===== src/rtl/snoop_collect_pkg.sv =====
package snoop_collect_pkg;

    // Combined (OR-ed) reply lines for one cycle
    typedef struct packed {
        logic shared;
        logic dirty;
        logic pending;
    } snoop_lines_t;

    // Command handed to memory in the completion cycle
    typedef struct packed {
        logic go;
        logic abort;
        logic owner;
    } mem_action_t;

    // Memory answers only when no cache owns the line, no exclusive read
    // met a sharer, and the snoop did not overrun a fixed window.
    function automatic mem_action_t resolve(input logic sh, input logic dt,
                                            input logic excl, input logic late);
        mem_action_t a;
        a.owner = dt;
        a.abort = dt | (excl & sh) | late;
        a.go    = ~a.abort;
        return a;
    endfunction

endpackage


===== src/rtl/snoop_or_reduce.sv =====
module snoop_or_reduce
    import snoop_collect_pkg::*;
#(
    parameter int N_CACHES = 4
) (
    input  logic [N_CACHES-1:0] shared_in,
    input  logic [N_CACHES-1:0] dirty_in,
    input  logic [N_CACHES-1:0] wait_in,
    output snoop_lines_t        lines
);
    always_comb begin
        lines.shared  = |shared_in;
        lines.dirty   = |dirty_in;
        lines.pending = |wait_in;
    end
endmodule


===== src/rtl/snoop_window.sv =====
module snoop_window #(
    parameter bit FIXED_MODE = 1'b0,
    parameter int FIXED_WIN  = 4
) (
    input  logic clk,
    input  logic rst,
    input  logic start,
    input  logic pend_any,
    output logic busy,
    output logic finish,
    output logic late
);
    localparam int CW = $clog2(FIXED_WIN + 1);
    localparam logic [CW-1:0] LAST = CW'(FIXED_WIN - 1);

    logic [CW-1:0] cnt;
    logic          at_end;

    assign at_end = (cnt == LAST);
    assign finish = busy && (FIXED_MODE ? at_end : !pend_any);
    assign late   = finish && pend_any;

    always_ff @(posedge clk) begin
        if (rst) begin
            busy <= 1'b0;
            cnt  <= '0;
        end else if (start) begin
            busy <= 1'b1;
            cnt  <= '0;
        end else if (busy) begin
            if (finish) busy <= 1'b0;
            if (!at_end) cnt <= cnt + 1'b1;
        end
    end
endmodule


===== src/rtl/snoop_decide.sv =====
module snoop_decide
    import snoop_collect_pkg::*;
(
    input  logic        clk,
    input  logic        rst,
    input  logic        start,
    input  logic        excl_in,
    input  logic        busy,
    input  logic        finish,
    input  logic        late,
    input  logic        sh_any,
    input  logic        dt_any,
    output logic        done,
    output logic        shared_out,
    output mem_action_t action,
    output logic        err
);
    logic acc_sh, acc_dt, excl_q;
    logic sh_now, dt_now;
    mem_action_t act_now;

    always_comb begin
        sh_now  = acc_sh | sh_any;
        dt_now  = acc_dt | dt_any;
        act_now = resolve(sh_now, dt_now, excl_q, late);
    end

    // Sticky accumulation over the snoop window
    always_ff @(posedge clk) begin
        if (rst) begin
            acc_sh <= 1'b0;
            acc_dt <= 1'b0;
            excl_q <= 1'b0;
        end else if (start) begin
            acc_sh <= 1'b0;
            acc_dt <= 1'b0;
            excl_q <= excl_in;
        end else if (busy) begin
            acc_sh <= sh_now;
            acc_dt <= dt_now;
        end
    end

    // Registered completion outputs, all zero outside the done cycle
    always_ff @(posedge clk) begin
        if (rst) begin
            done       <= 1'b0;
            shared_out <= 1'b0;
            action     <= '0;
            err        <= 1'b0;
        end else begin
            done       <= finish;
            shared_out <= finish & sh_now;
            action     <= finish ? act_now : '0;
            err        <= finish & late;
        end
    end
endmodule


===== src/rtl/snoop_collect.sv =====
module snoop_collect
    import snoop_collect_pkg::*;
#(
    parameter int N_CACHES   = 4,
    parameter bit FIXED_MODE = 1'b0,
    parameter int FIXED_WIN  = 4
) (
    input  logic                clk,
    input  logic                rst,
    input  logic                addr_valid,
    input  logic                addr_excl,
    output logic                addr_ready,
    input  logic [N_CACHES-1:0] rsp_shared,
    input  logic [N_CACHES-1:0] rsp_dirty,
    input  logic [N_CACHES-1:0] rsp_wait,
    output logic                snoop_done,
    output logic                final_shared,
    output logic                mem_go,
    output logic                mem_abort,
    output logic                owner_supplies,
    output logic                window_err
);
    snoop_lines_t lines;
    mem_action_t  action;
    logic busy, finish, late, start;

    assign addr_ready = !busy;
    assign start      = addr_valid && !busy;

    snoop_or_reduce #(.N_CACHES(N_CACHES)) u_or (
        .shared_in (rsp_shared),
        .dirty_in  (rsp_dirty),
        .wait_in   (rsp_wait),
        .lines     (lines)
    );

    snoop_window #(.FIXED_MODE(FIXED_MODE), .FIXED_WIN(FIXED_WIN)) u_win (
        .clk      (clk),
        .rst      (rst),
        .start    (start),
        .pend_any (lines.pending),
        .busy     (busy),
        .finish   (finish),
        .late     (late)
    );

    snoop_decide u_dec (
        .clk        (clk),
        .rst        (rst),
        .start      (start),
        .excl_in    (addr_excl),
        .busy       (busy),
        .finish     (finish),
        .late       (late),
        .sh_any     (lines.shared),
        .dt_any     (lines.dirty),
        .done       (snoop_done),
        .shared_out (final_shared),
        .action     (action),
        .err        (window_err)
    );

    assign mem_go         = action.go;
    assign mem_abort      = action.abort;
    assign owner_supplies = action.owner;
endmodule


===== config.mk =====
export PLATFORM = sky130hd
export DESIGN_NAME = snoop_collect
export DESIGN_NICKNAME = d
export VERILOG_FILES = /design/src/rtl/snoop_collect_pkg.sv /design/src/rtl/snoop_or_reduce.sv /design/src/rtl/snoop_window.sv /design/src/rtl/snoop_decide.sv /design/src/rtl/snoop_collect.sv
export SDC_FILE = /design/constraint.sdc
export NUM_CORES = 1
export LEC_CHECK = 0
export ABC_CLOCK_PERIOD_IN_PS = 1980
export BUFFER_PORTS_ARGS = -buffer_cell sky130_fd_sc_hd__buf_2
export CELL_PAD_IN_SITES_DETAIL_PLACEMENT = 1
export CELL_PAD_IN_SITES_GLOBAL_PLACEMENT = 1
export CORE_AREA = 2 2 39 41
export CTS_CLUSTER_SIZE = 10
export DETAILED_ROUTE_END_ITERATION = 10
export DIE_AREA = 0 0 41 43
export PLACE_DENSITY = 0.78
export SLEW_MARGIN = 10
export SYNTH_ARGS = -nofsm -noshare
export SYNTH_HDL_FRONTEND = slang
export SYNTH_SLANG_ARGS = --single-unit

===== constraint.sdc =====
create_clock -name clk -period 1.98 [get_ports clk]
set_clock_uncertainty 0.15 [all_clocks]
set_input_delay 0.099 -clock clk [delete_from_list [all_inputs] [get_ports clk]]
set_output_delay 0.099 -clock clk [all_outputs]
set_load 0.02 [all_outputs]

# After elaboration in Yosys (flattened, before gate mapping)
# Cells that the tools add are included.
[op_classes]
n_addsub = 0
n_mul = 0
n_div = 0
n_lt_le_gt_ge = 0
eq_ne = 0
shift = 0
muxes = 3
bitwise = 9
n_reduce_logical = 10
[op_table]
columns = ["operator", "n"]
rows = [
  ["4-bit OR reduction", 3],
  ["1-bit OR", 4],
  ["2-bit OR reduction", 2],
  ["1-bit bitwise AND", 3],
  ["1-bit logical AND", 3],
  ["1-bit two-way mux", 3],
  ["1-bit zero test", 2],
  ["1-bit NOT", 2],
]
[totals]
ff_bits = 10
latch_bits = 0
mem_bits_rw = 0
rom_bits = 0
in_bits = 16
out_inout_bits = 7
wordCells = 32
mem_count = 0

# Logic depth before layout (Yosys ltp)
# Gate-level depths: netlist of the first run.
[depth]
ltp_word = 6
mapped_depth = 3

# Cells and area by module
# Synthesis of the first run repeated with hierarchy kept, for this count alone.
[unflattened]
cells_unflattened = 38
hier_area_um2 = 356.6
[modules_own_cells]
columns = ["module", "instances", "cells_per_inst", "area_each_um2", "seq_area_each_um2"]
rows = [
  ["snoop_decide", 1, 27, 275.3, 180.2],
  ["snoop_window", 1, 6, 48.8, 20.0],
  ["snoop_or_reduce", 1, 3, 22.5, 0.0],
  ["snoop_collect", 1, 2, 10.0, 0.0],
]

# Worst setup path after synthesis of the first run
# OpenSTA, ideal clock, no wires.
[synth_timing]
kind = "input to register"
startpoint = "in rsp_shared[1]"
endpoint = "reg, netlist name u_dec.action[2]"
setup_ps = 60
arrival_time_ps = 894
required_ps = 1770
setup_slack_ps = 877
stages = 3
path_buffers = 0
path_cell_list = "or4_4 o21ai_2 and3b_1"
[synth_between]
elab_chain_cells = 6
[synth_rtl]
columns = ["element", "line", "text"]
rows = [
  ["from (decl)", "snoop_collect.sv:13", "input logic [N_CACHES-1:0] rsp_shared,"],
  ["4-bit OR reduction", "snoop_or_reduce.sv:12", "lines.shared = |shared_in;"],
  ["1-bit OR", "snoop_decide.sv:23", "sh_now = acc_sh | sh_any;"],
  ["1-bit bitwise AND", "snoop_collect_pkg.sv:23", "a.abort = dt | (excl & sh) | late;"],
  ["1-bit OR (2 in a row)", "snoop_collect_pkg.sv:23", ""],
  ["1-bit NOT", "snoop_collect_pkg.sv:24", "a.go = ~a.abort;"],
]
# No other way between the ends.
# A chain may end at the register's enable or synchronous reset.

# Final worst setup path of the first run
[layout_timing]
startpoint = "reg u_win.busy"
endpoint = "reg u_win.busy"
[layout_between]
elab_chain_cells = 4
[layout_rtl]
columns = ["element", "line", "text"]
rows = [
  ["from (decl)", "snoop_window.sv:9", "output logic busy,"],
  ["from (signal assigned)", "snoop_window.sv:25", "busy <= 1'b0;"],
  ["from (signal assigned)", "snoop_window.sv:28", "busy <= 1'b1;"],
  ["from (signal assigned)", "snoop_window.sv:31", "if (finish) busy <= 1'b0;"],
  ["1-bit logical AND", "snoop_window.sv:20", "assign finish = busy && (FIXED_MODE ? at_end : !pend_any);"],
  ["1-bit two-way mux", "snoop_window.sv:31", ""],
  ["1-bit two-way mux", "snoop_window.sv:30", "end else if (busy) begin"],
  ["1-bit two-way mux *", "snoop_window.sv:27", "end else if (start) begin"],
]
# Every way passes the cells marked *; elsewhere a longest branch is shown, timed or not.

==> reports/summary.txt, run 1 <==
IO buf count: 22
Clock Tree Buf Depth: 2
Critical Path RT: 2030 ps
Vias in the first global route: 366
Cell type with the largest total area after synthesis: dfxtp_1
Largest net degree at the start of global routing: 8
Vias post-DR: 349
Core box area: 1380 sq um
Post-synth top cells: dfxtp_1 (10), a21oi_1 (4), nor2_1 (4)
Drt pass-1 iters: 3
Area share of the largest cell type after synthesis: 58.4%
Power Dens Cells: 730 nW/um^2
Rows: 14
Nets@finish: 81
Drt wl/cell: 9.68 microns
Final setup vio count: 0
P_leak: 0.272 nW
Clk slew on worst S/H paths: 60 ps
Fmax: 0.675 GHz
Layout cells sized above 1: 46.0%
H-tree depth: 1
Slowest CP cell: dlygate4sd3_1
Power Total: 0.391 mW
CP startpoint kind: register
Layout area overhead: 56.2%
Run status: complete, no violations
Yosys Warn Count: 0
CTS tree: done
Die Y: 43 microns
Synth Register Bits: 10
Syn Inst Count: 34
ANT cells: 0
Synth Flop Type: dfxtp_1
Multi-input logic area: 131 sq um
RSZ-0062 raised after global routing: false
Vias per cell: 4.42
Number of synthesized flops with an enable pin: 0
Metal2 WL: 383 microns
All-Layer GR Usage: 11.0%
Synth Area per Inst: 10.1 sq um
Hold Fails Final Rpt: 0
Met3 WL: 73 microns
GR Overflow Total: 0
Tmin final: 1480 ps
Insertion delay to the later sink of the worst-skew pair: 250 ps
Mapped Nets: 50
First-pass GRT wire length: 1350 microns
Hold Crit Class: in -> reg
Post-route ant nets: 0
Residual DRC: 0
Die width: 41 microns
CTS buffer count: 3
CP Cell Sequence: nor2_1, a211oi_1, dlygate4sd3_1
Final TNS setup: 0 ps
Worst EP arrival: 1530 ps
CTS-repair resized insts: 0
Register area: 200 sq um
Ports: 23
VDD IR max: 0.000319 V
Yosys cell types: 15
Final GP Congestion: 0.669
Post-synthesis sequential area ratio: 58.4%
Root buf cell: clkbuf_4
Fillcell total: 174
MaxCap Viol Count: 0
Fraction of registers with async set/reset: 0%
Max layer used: met3
Most frequent cell after synthesis: dfxtp_1
Starting DRT DRC Count: 1
Crit-path max FO: 7
Fin crit share: 74.9%
CP peak stage delay: 560 ps
DP Wirelength: 590 microns
Antenna violations before repair: 0
Max-slew violation count: 0
Top post-synthesis cells by area: dfxtp_1 (58%), or4_4 (6.6%), a21oi_1 (5.8%), nor2_1 (4.4%), inv_1 (3.3%)
Initial Utilization: 24.8%
Critical setup path kind: reg -> reg
DIE AREA: 1760 sq um
Total Wirelength: 765 microns
Element type at the critical path end: register
Syn Std Cell Area: 343 sq um
Metal-1 WL: 308 microns
TritonCTS sink count: 10
layout by cell type (no fill, tap or decap):
cell	n
a211oi_1	1
nand3_1	1
inv_1	3
dlygate4sd3_1	4
conb_1	1
nor2_4	1
dfxtp_1	10
or4_4	2
o21ai_2	1
clkbuf_4	3
o21ai_0	1
nand3b_1	1
nor2_1	4
a21oi_1	4
nor4_1	1
nor3_1	2
buf_2	22
and3b_1	1
power by group:
group	internal, mW	total, mW	switching, mW
registers	0.208	0.215	0.00654
clock network	0.0698	0.132	0.0621
logic	0.0251	0.0438	0.0187
total	0.303	0.391	0.0873
path summary, 6_finish.rpt:
check	from	to	slack, ps	depth (start not counted)
setup reg to reg	u_win.busy	u_win.busy	500	3
hold reg to reg	u_dec.excl_q	u_dec.action[1]	330	2
hold / removal	rsp_dirty[2]	u_dec.action[0]	20	4
setup / recovery	u_win.busy	u_win.busy	500	3
per-stage QoR:
| step | setup slack, ps | instance area [sq um] | hold slack [ps] | cells | utilization, % |
|---|---|---|---|---|---|
| 2_1_floorplan | 877 | 343 | 18.1 | 34 | - |
| 3_3_place_gp | 743 | 473 | 177 | 72 | 34.2 |
| 3_5_place_dp | 726 | 473 | 187 | 72 | 34.2 |
| 4_1_cts | 510 | 536 | 19.0 | 79 | 38.7 |
| 5_1_grt | 403 | 536 | 48.5 | 79 | 38.7 |
| 6_report | 498 | 536 | 19.9 | 79 | 38.7 |
final cells by class:
class	count	area share, %
inverters	3	2.10
flip-flops and latches	10	37.4
clock buffers	3	4.21
well taps	16	3.74
multi-input cells	21	24.5
repair buffers	26	28.0
cells by family after synthesis:
logic type | synth area share [%]
compound gates | 12.0
flops | 58.4
other cells | 1.09
simple gates | 25.2
buf+inv | 3.28
sequential cells by signal (all words and copies together), names as in the netlist:
signal            flops
u_dec.shared_out      1
u_dec.acc_sh          1
u_dec.action          3
u_dec.acc_dt          1
u_dec.err             1
u_dec.done            1
u_win.busy            1
u_dec.excl_q          1
metal layers:
layer / GRT usage [%] / up-vias
met1: 11.3 / 159
met4: 4.00 / 0
li1: - / 175
met2: 18.8 / 15
met5: 0 / -
met3: 4.71 / 0
what timing repair did:
action                                 in CTS  in global routing
hold buffers                                4                  0
buffers inserted                            0                  0
endpoints found under the hold margin       4                  0
worst max-delay path, delay by kind of cell, from the launching register on:
kind / cells / cell delay (ps)
flip-flops: 1 / 440
AO/OA/AOI/OAI: 1 / 200
AND/OR/NAND/NOR: 1 / 80
buffers and inverters: 1 / 560
Note: power is estimated with default switching activity, not from simulation.
==> inputs of run 2 (changes only) <==
--- a/config.mk
+++ b/config.mk
@@ -5,15 +5,14 @@
 export SDC_FILE = /design/constraint.sdc
 export NUM_CORES = 1
 export LEC_CHECK = 0
-export ABC_CLOCK_PERIOD_IN_PS = 1980
+export ABC_CLOCK_PERIOD_IN_PS = 1500
 export BUFFER_PORTS_ARGS = -buffer_cell sky130_fd_sc_hd__buf_2
 export CELL_PAD_IN_SITES_DETAIL_PLACEMENT = 1
 export CELL_PAD_IN_SITES_GLOBAL_PLACEMENT = 1
-export CORE_AREA = 2 2 39 41
+export CORE_UTILIZATION = 26
 export CTS_CLUSTER_SIZE = 10
 export DETAILED_ROUTE_END_ITERATION = 10
-export DIE_AREA = 0 0 41 43
-export PLACE_DENSITY = 0.78
+export PLACE_DENSITY = 0.79
 export SLEW_MARGIN = 10
 export SYNTH_ARGS = -nofsm -noshare
 export SYNTH_HDL_FRONTEND = slang
==> constraint.sdc (replaced) <==
create_clock -name clk -period 1.5 [get_ports clk]
set_clock_uncertainty 0.15 [all_clocks]
set_input_delay 0.075 -clock clk [delete_from_list [all_inputs] [get_ports clk]]
set_output_delay 0.075 -clock clk [all_outputs]
set_load 0.02 [all_outputs]
==> run 2 against run 1 <==
  * Die area decreased by 17%
  * Fmax increased by 5.9%
  * Worst setup slack got worse by 400 ps
  * Critical endpoint is now u_dec.excl_q
  * Largest power group unchanged
  * Hold slack got worse by 1.2 ps
  * Sequential share of layout area increased by 1.0 points
  * Flip-flop and latch count unchanged
==> reports/summary.txt, run 2 (synthesized netlist as in run 1, its figures left out) <==
Hold Fails Final Rpt: 0 (unchanged)
Vias post-DR: 353 (was 349)
Critical setup path kind: reg -> reg (unchanged)
Final TNS setup: 0 ps (unchanged)
Fin crit share: 93.3% (was 74.9%)
Antenna violations before repair: 0 (unchanged)
VDD IR max: 0.000340 V (was 0.000319 V)
Commonest non-fill, non-tap cell in the layout: buf_2 (unchanged)
Pre-CTS setup slack: 242 ps (was 726 ps)
Most frequent cells in the layout: buf_2 (22), dfxtp_1 (9), nor2_1 (4), a21oi_1 (4) (was buf_2 (22), dfxtp_1 (10), nor2_1 (4), a21oi_1 (4), dlygate4sd3_1 (4))
Clock Tree Buf Depth: 2 (unchanged)
IO buf count: 22 (unchanged)
Max reg flops: 3 (unchanged)
Rows: 12 (was 14)
Worst EP arrival: 1400 ps (was 1530 ps)
RSZ-0062 raised after global routing: false (unchanged)
First-pass GRT wire length: 1280 microns (was 1350 microns)
DIE AREA: 1470 sq um (was 1760 sq um)
Root buf cell: clkbuf_4 (unchanged)
DP Wirelength: 617 microns (was 590 microns)
Run status: complete, no violations (unchanged)
Reg with most FFs: u_dec.action (unchanged)
CTS tree: done (unchanged)
Min-delay src: rsp_dirty[2] (unchanged)
Core box area: 1170 sq um (was 1380 sq um)
Residual DRC: 0 (unchanged)
Nets@finish: 80 (was 81)
Worst setup margin: 100 ps (was 498 ps)
Drt pass-1 iters: 3 (unchanged)
ANT cells: 0 (unchanged)
Post-CTS setup buffers: 0 (unchanged)
Tmin final: 1400 ps (was 1480 ps)
H-tree depth: 1 (unchanged)
Layout area overhead: 52.9% (was 56.2%)
Final setup vio count: 0 (unchanged)
Post-route ant nets: 0 (unchanged)
Crit-path max FO: 7 (unchanged)
P_leak: 0.271 nW (was 0.272 nW)
Fmax: 0.714 GHz (was 0.675 GHz)
Die Y: 38.3 microns (was 43 microns)
Largest net degree at the start of global routing: 8 (unchanged)
Ports: 23 (unchanged)
R2r startpoint: u_win.busy (unchanged)
Drt wl/cell: 11.1 microns (was 9.68 microns)
All-Layer GR Usage: 13.5% (was 11.0%)
Hold Crit Class: in -> reg (unchanged)
Insertion delay to the later sink of the worst-skew pair: 260 ps (was 250 ps)
TritonCTS sink count: 10 (unchanged)
Initial Utilization: 29.3% (was 24.8%)
Element type at the critical path end: register (unchanged)
Die width: 38.3 microns (was 41 microns)
CP startpoint kind: register (unchanged)
Vias per cell: 4.64 (was 4.42)
GR Overflow Total: 0 (unchanged)
Critical Path RT: 1500 ps (was 2030 ps)
CTS buffer count: 3 (unchanged)
Final GP Congestion: 0.681 (was 0.669)
Starting DRT DRC Count: 1 (unchanged)
Power Dens Cells: 987 nW/um^2 (was 730 nW/um^2)
Vias in the first global route: 345 (was 366)
CP Launch Point: u_win.busy (unchanged)
Max-slew violation count: 0 (unchanged)
Total Wirelength: 841 microns (was 765 microns)
Layout cells sized above 1: 48.4% (was 46.0%)
Clk slew on worst S/H paths: 60 ps (about the same)
MaxCap Viol Count: 0 (unchanged)
==> run 2: path summary, 6_finish.rpt <==
path	end	slack, ps	cells past startpoint
setup / recovery	u_dec.excl_q	100	3
hold / removal	u_dec.action[0]	20	4
setup reg to reg	u_dec.excl_q	100	3
hold reg to reg	u_dec.action[1]	360	2
==> run 2: where the power goes <==
part / switching [mW] / total (mW) / internal [mW]
Combinational: 0.0250 / 0.0559 / 0.0309
Sequential: 0.00898 / 0.285 / 0.276
Clock: 0.0845 / 0.177 / 0.0923
Total: 0.118 / 0.517 / 0.399
==> run 2: critical path: stages (launching register included) <==
cell and delay, ps:
dfxtp_2 350, o21ai_0 170, a21oi_1 80, dlygate4sd3_1 540
==> run 2: layout make-up <==
| class | count | area, sq um |
|---|---|---|
| fillers | 147 | 647 |
| inverters | 3 | 11.3 |
| repair buffers | 25 | 140 |
| well taps | 14 | 17.5 |
| flip-flops and latches | 10 | 201 |
| clock buffers | 3 | 22.5 |
| multi-input cells | 21 | 131 |
==> run 2: per-stage QoR <==
step,utilization [%],area [sq um],hold slack [ps],power (mW),std cells
6_report,44.8,524,18.7,0.517,76
5_1_grt,44.8,524,38.9,0.541,76
4_1_cts,44.7,523,22.5,0.527,76
3_5_place_dp,40.2,470,160,0.340,70
3_3_place_gp,40.2,470,153,0.337,70
2_1_floorplan,-,343,-5.93,0.310,34
==> run 2: timing repair <==
| action | 4_1_cts | 5_1_grt |
|---|---|---|
| resized for setup | 0 | 1 |
| hold buffers | 3 | 0 |
| endpoints found under the setup margin | 0 | 1 |
| endpoints found under the hold margin | 4 | 0 |
==> run 2: per-layer routing <==
| layer | part of all wire, % | global-route usage, % |
|---|---|---|
| met1 | 38 | 12.0 |
| met3 | 6.5 | 3.49 |
| met4 | 0 | 10.7 |
| met2 | 55 | 25.0 |
| met5 | 0 | 0 |
==> inputs of run 3 (changes only) <==
--- a/config.mk
+++ b/config.mk
@@ -7,7 +7,7 @@
 export LEC_CHECK = 0
 export ABC_CLOCK_PERIOD_IN_PS = 1500
 export BUFFER_PORTS_ARGS = -buffer_cell sky130_fd_sc_hd__buf_2
-export CELL_PAD_IN_SITES_DETAIL_PLACEMENT = 1
+export CELL_PAD_IN_SITES_DETAIL_PLACEMENT = 0
 export CELL_PAD_IN_SITES_GLOBAL_PLACEMENT = 1
 export CORE_UTILIZATION = 26
 export CTS_CLUSTER_SIZE = 10
==> constraint.sdc (replaced) <==
create_clock -name clk -period 1.5 [get_ports clk]
set_clock_uncertainty 0.15 [all_clocks]
set_input_delay 0.3 -clock clk [delete_from_list [all_inputs] [get_ports clk]]
set_output_delay 0.3 -clock clk [all_outputs]
set_load 0.02 [all_outputs]
==> run 3 against run 2 <==
  * Utilization decreased by 2.7 points
  * Via count fell by 10%
  * Worst setup slack better by 22 ps
  * Final cell count decreased by 3.9%
  * Clock-buffer cell count unchanged
  * Combinational power is 13% lower
  * Power decreased by 2.0%
  * Critical path type is now reg -> out
  * Largest cell class unchanged
==> reports/summary.txt, run 3 (synthesized netlist as in run 1, its figures left out) <==
Run status: complete, no violations (unchanged)
Worst EP arrival: 930 ps (was 1400 ps)
Fmax: 0.726 GHz (was 0.714 GHz)
DIE AREA: 1470 sq um (unchanged)
Hold Crit Class: in -> reg (unchanged)
Hold buffer count at CTS: 0 (was 3)
Nets@finish: 77 (was 80)
Slowest CP cell: dfxtp_1 (was dlygate4sd3_1)
Drt pass-1 iters: 2 (was 3)
TritonCTS sink count: 10 (unchanged)
All-Layer GR Usage: 11.4% (was 13.5%)
Met3 WL: 49 microns (was 55 microns)
H-tree depth: 1 (unchanged)
Metal2 WL: 303 microns (was 463 microns)
Max reg flops: 3 (unchanged)
Fillcell total: 124 (was 147)
Non-Filler Instances: 73 (was 76)
Clock Tree Buf Depth: 2 (unchanged)
Critical setup path kind: reg -> out (was reg -> reg)
Insertion delay to the later sink of the worst-skew pair: 250 ps (was 260 ps)
R2R cell count: 2 (was 3)
IO buf count: 22 (unchanged)
Reg with most FFs: u_dec.action (unchanged)
Hold Fails Final Rpt: 0 (unchanged)
Critical Path RT: 1050 ps (was 1500 ps)
Register-to-Register Setup Slack: 410 ps (was 100 ps)
Largest net degree at the start of global routing: 8 (unchanged)
Final TNS setup: 0 ps (unchanged)
Vias per cell: 4.33 (was 4.64)
Post-CTS setup buffers: 0 (unchanged)
Commonest non-fill, non-tap cell in the layout: buf_2 (unchanged)
Residual DRC: 0 (unchanged)
Metal-1 WL: 312 microns (was 323 microns)
Vias post-DR: 316 (was 353)
GR Overflow Total: 0 (unchanged)
Layout area overhead: 43.8% (was 52.9%)
R2r startpoint: u_win.busy (unchanged)
Layout cells sized above 1: 49.2% (was 48.4%)
CP Cell Sequence: inv_1, buf_2 (was o21ai_0, a21oi_1, dlygate4sd3_1)
Initial Utilization: 29.3% (unchanged)
DP Wirelength: 491 microns (was 617 microns)
Starting DRT DRC Count: 6 (was 1)
First-pass GRT wire length: 1090 microns (was 1280 microns)
Multi-input logic area: 131 sq um (unchanged)
Die width: 38.3 microns (unchanged)
Worst path bufs/invs: 2 (was 1)
Core box area: 1170 sq um (unchanged)
Die Y: 38.3 microns (unchanged)
CTS-repair resized insts: 0 (unchanged)
Most frequent cells in the layout: buf_2 (22), dfxtp_1 (10), nor2_1 (4), a21oi_1 (4) (was buf_2 (22), dfxtp_1 (9), nor2_1 (4), a21oi_1 (4))
Post-route ant nets: 0 (unchanged)
Cell family with most CP delay: flip-flops (was buffers and inverters)
ANT cells: 0 (unchanged)
Clk slew on worst S/H paths: 60 ps (about the same)
Element type at the critical path end: output pin (was register)
Antenna violations before repair: 0 (unchanged)
Root buf cell: clkbuf_4 (unchanged)
Drt wl/cell: 9.11 microns (was 11.1 microns)
Rows: 12 (unchanged)
Ports: 23 (unchanged)
Crit-path max FO: 7 (unchanged)
Vias in the first global route: 294 (was 345)
VDD IR max: 0.000413 V (was 0.000340 V)
CP peak stage delay: 430 ps (was 540 ps)
# placed instances: 70 (unchanged)
Worst R2R End: u_dec.action[2] (was u_dec.excl_q)
CTS tree: done (unchanged)
Min-delay src: rst (was rsp_dirty[2])
Max-slew violation count: 0 (unchanged)
MaxCap Viol Count: 0 (unchanged)
Final GP Congestion: 0.681 (unchanged)
Tmin final: 1380 ps (was 1400 ps)
Fin crit share: 91.9% (was 93.3%)
P_leak: 0.257 nW (was 0.271 nW)
RSZ-0062 raised after global routing: false (unchanged)
Hold Path Cell Cnt: 2 (was 4)
Final setup vio count: 0 (unchanged)
CTS buffer count: 3 (unchanged)
Max layer used: met3 (unchanged)
Register area: 200 sq um (was 201 sq um)
Total Wirelength: 665 microns (was 841 microns)
Worst hold endpoint: u_dec.excl_q (was u_dec.action[0])
Power Dens Cells: 1030 nW/um^2 (was 987 nW/um^2)
CP startpoint kind: register (unchanged)
-- run 3: layout make-up --
class                      instances  area share, %
timing repair buffer              22           22.3
tap                               14           3.55
sequential                        10           40.6
multi-input combinational         21           26.6
clock buffer                       3           4.57
inverter                           3           2.28
-- run 3: where the power goes --
group / internal (mW) / leakage, nW / switching (mW)
logic: 0.0257 / 0.161 / 0.0229
clock network: 0.0922 / 0.0138 / 0.0826
registers: 0.275 / 0.0819 / 0.00849
-- run 3: how the worst max path moves through the flow --
| stage | from | end | cells after the start |
|---|---|---|---|
| floorplan | rsp_shared[1] | u_dec.action[2] | 3 |
| global placement | rsp_wait[3] | u_dec.action[2] | 4 |
| detailed placement | rsp_wait[3] | u_dec.action[2] | 4 |
| CTS | u_win.busy | addr_ready | 2 |
| global route | u_win.busy | addr_ready | 2 |
| finish | u_win.busy | addr_ready | 2 |
-- run 3: worst reg2reg max path: stages, from the launching register on --
cell,delay (ps)
dfxtp_1,430
nand3b_1,200
and3b_1,250
-- run 3: layer usage --
layer	global-route usage (%)	vias to the layer above
li1	-	167
met1	12.2	132
met2	17.4	17
met3	3.49	0
met4	10.7	0
met5	0	-
-- run 3: through the flow --
step	setup slack (ps)	area (sq um)	utilization, %	hold slack [ps]	total power [mW]
detailed placement	31.3	470	40.2	319	0.338
finish	122	493	42.1	113	0.507
CTS	91.1	493	42.1	102	0.520
global placement	22.9	470	40.2	322	0.337
global route	35.6	493	42.1	112	0.530
floorplan	196	343	-	219	0.310
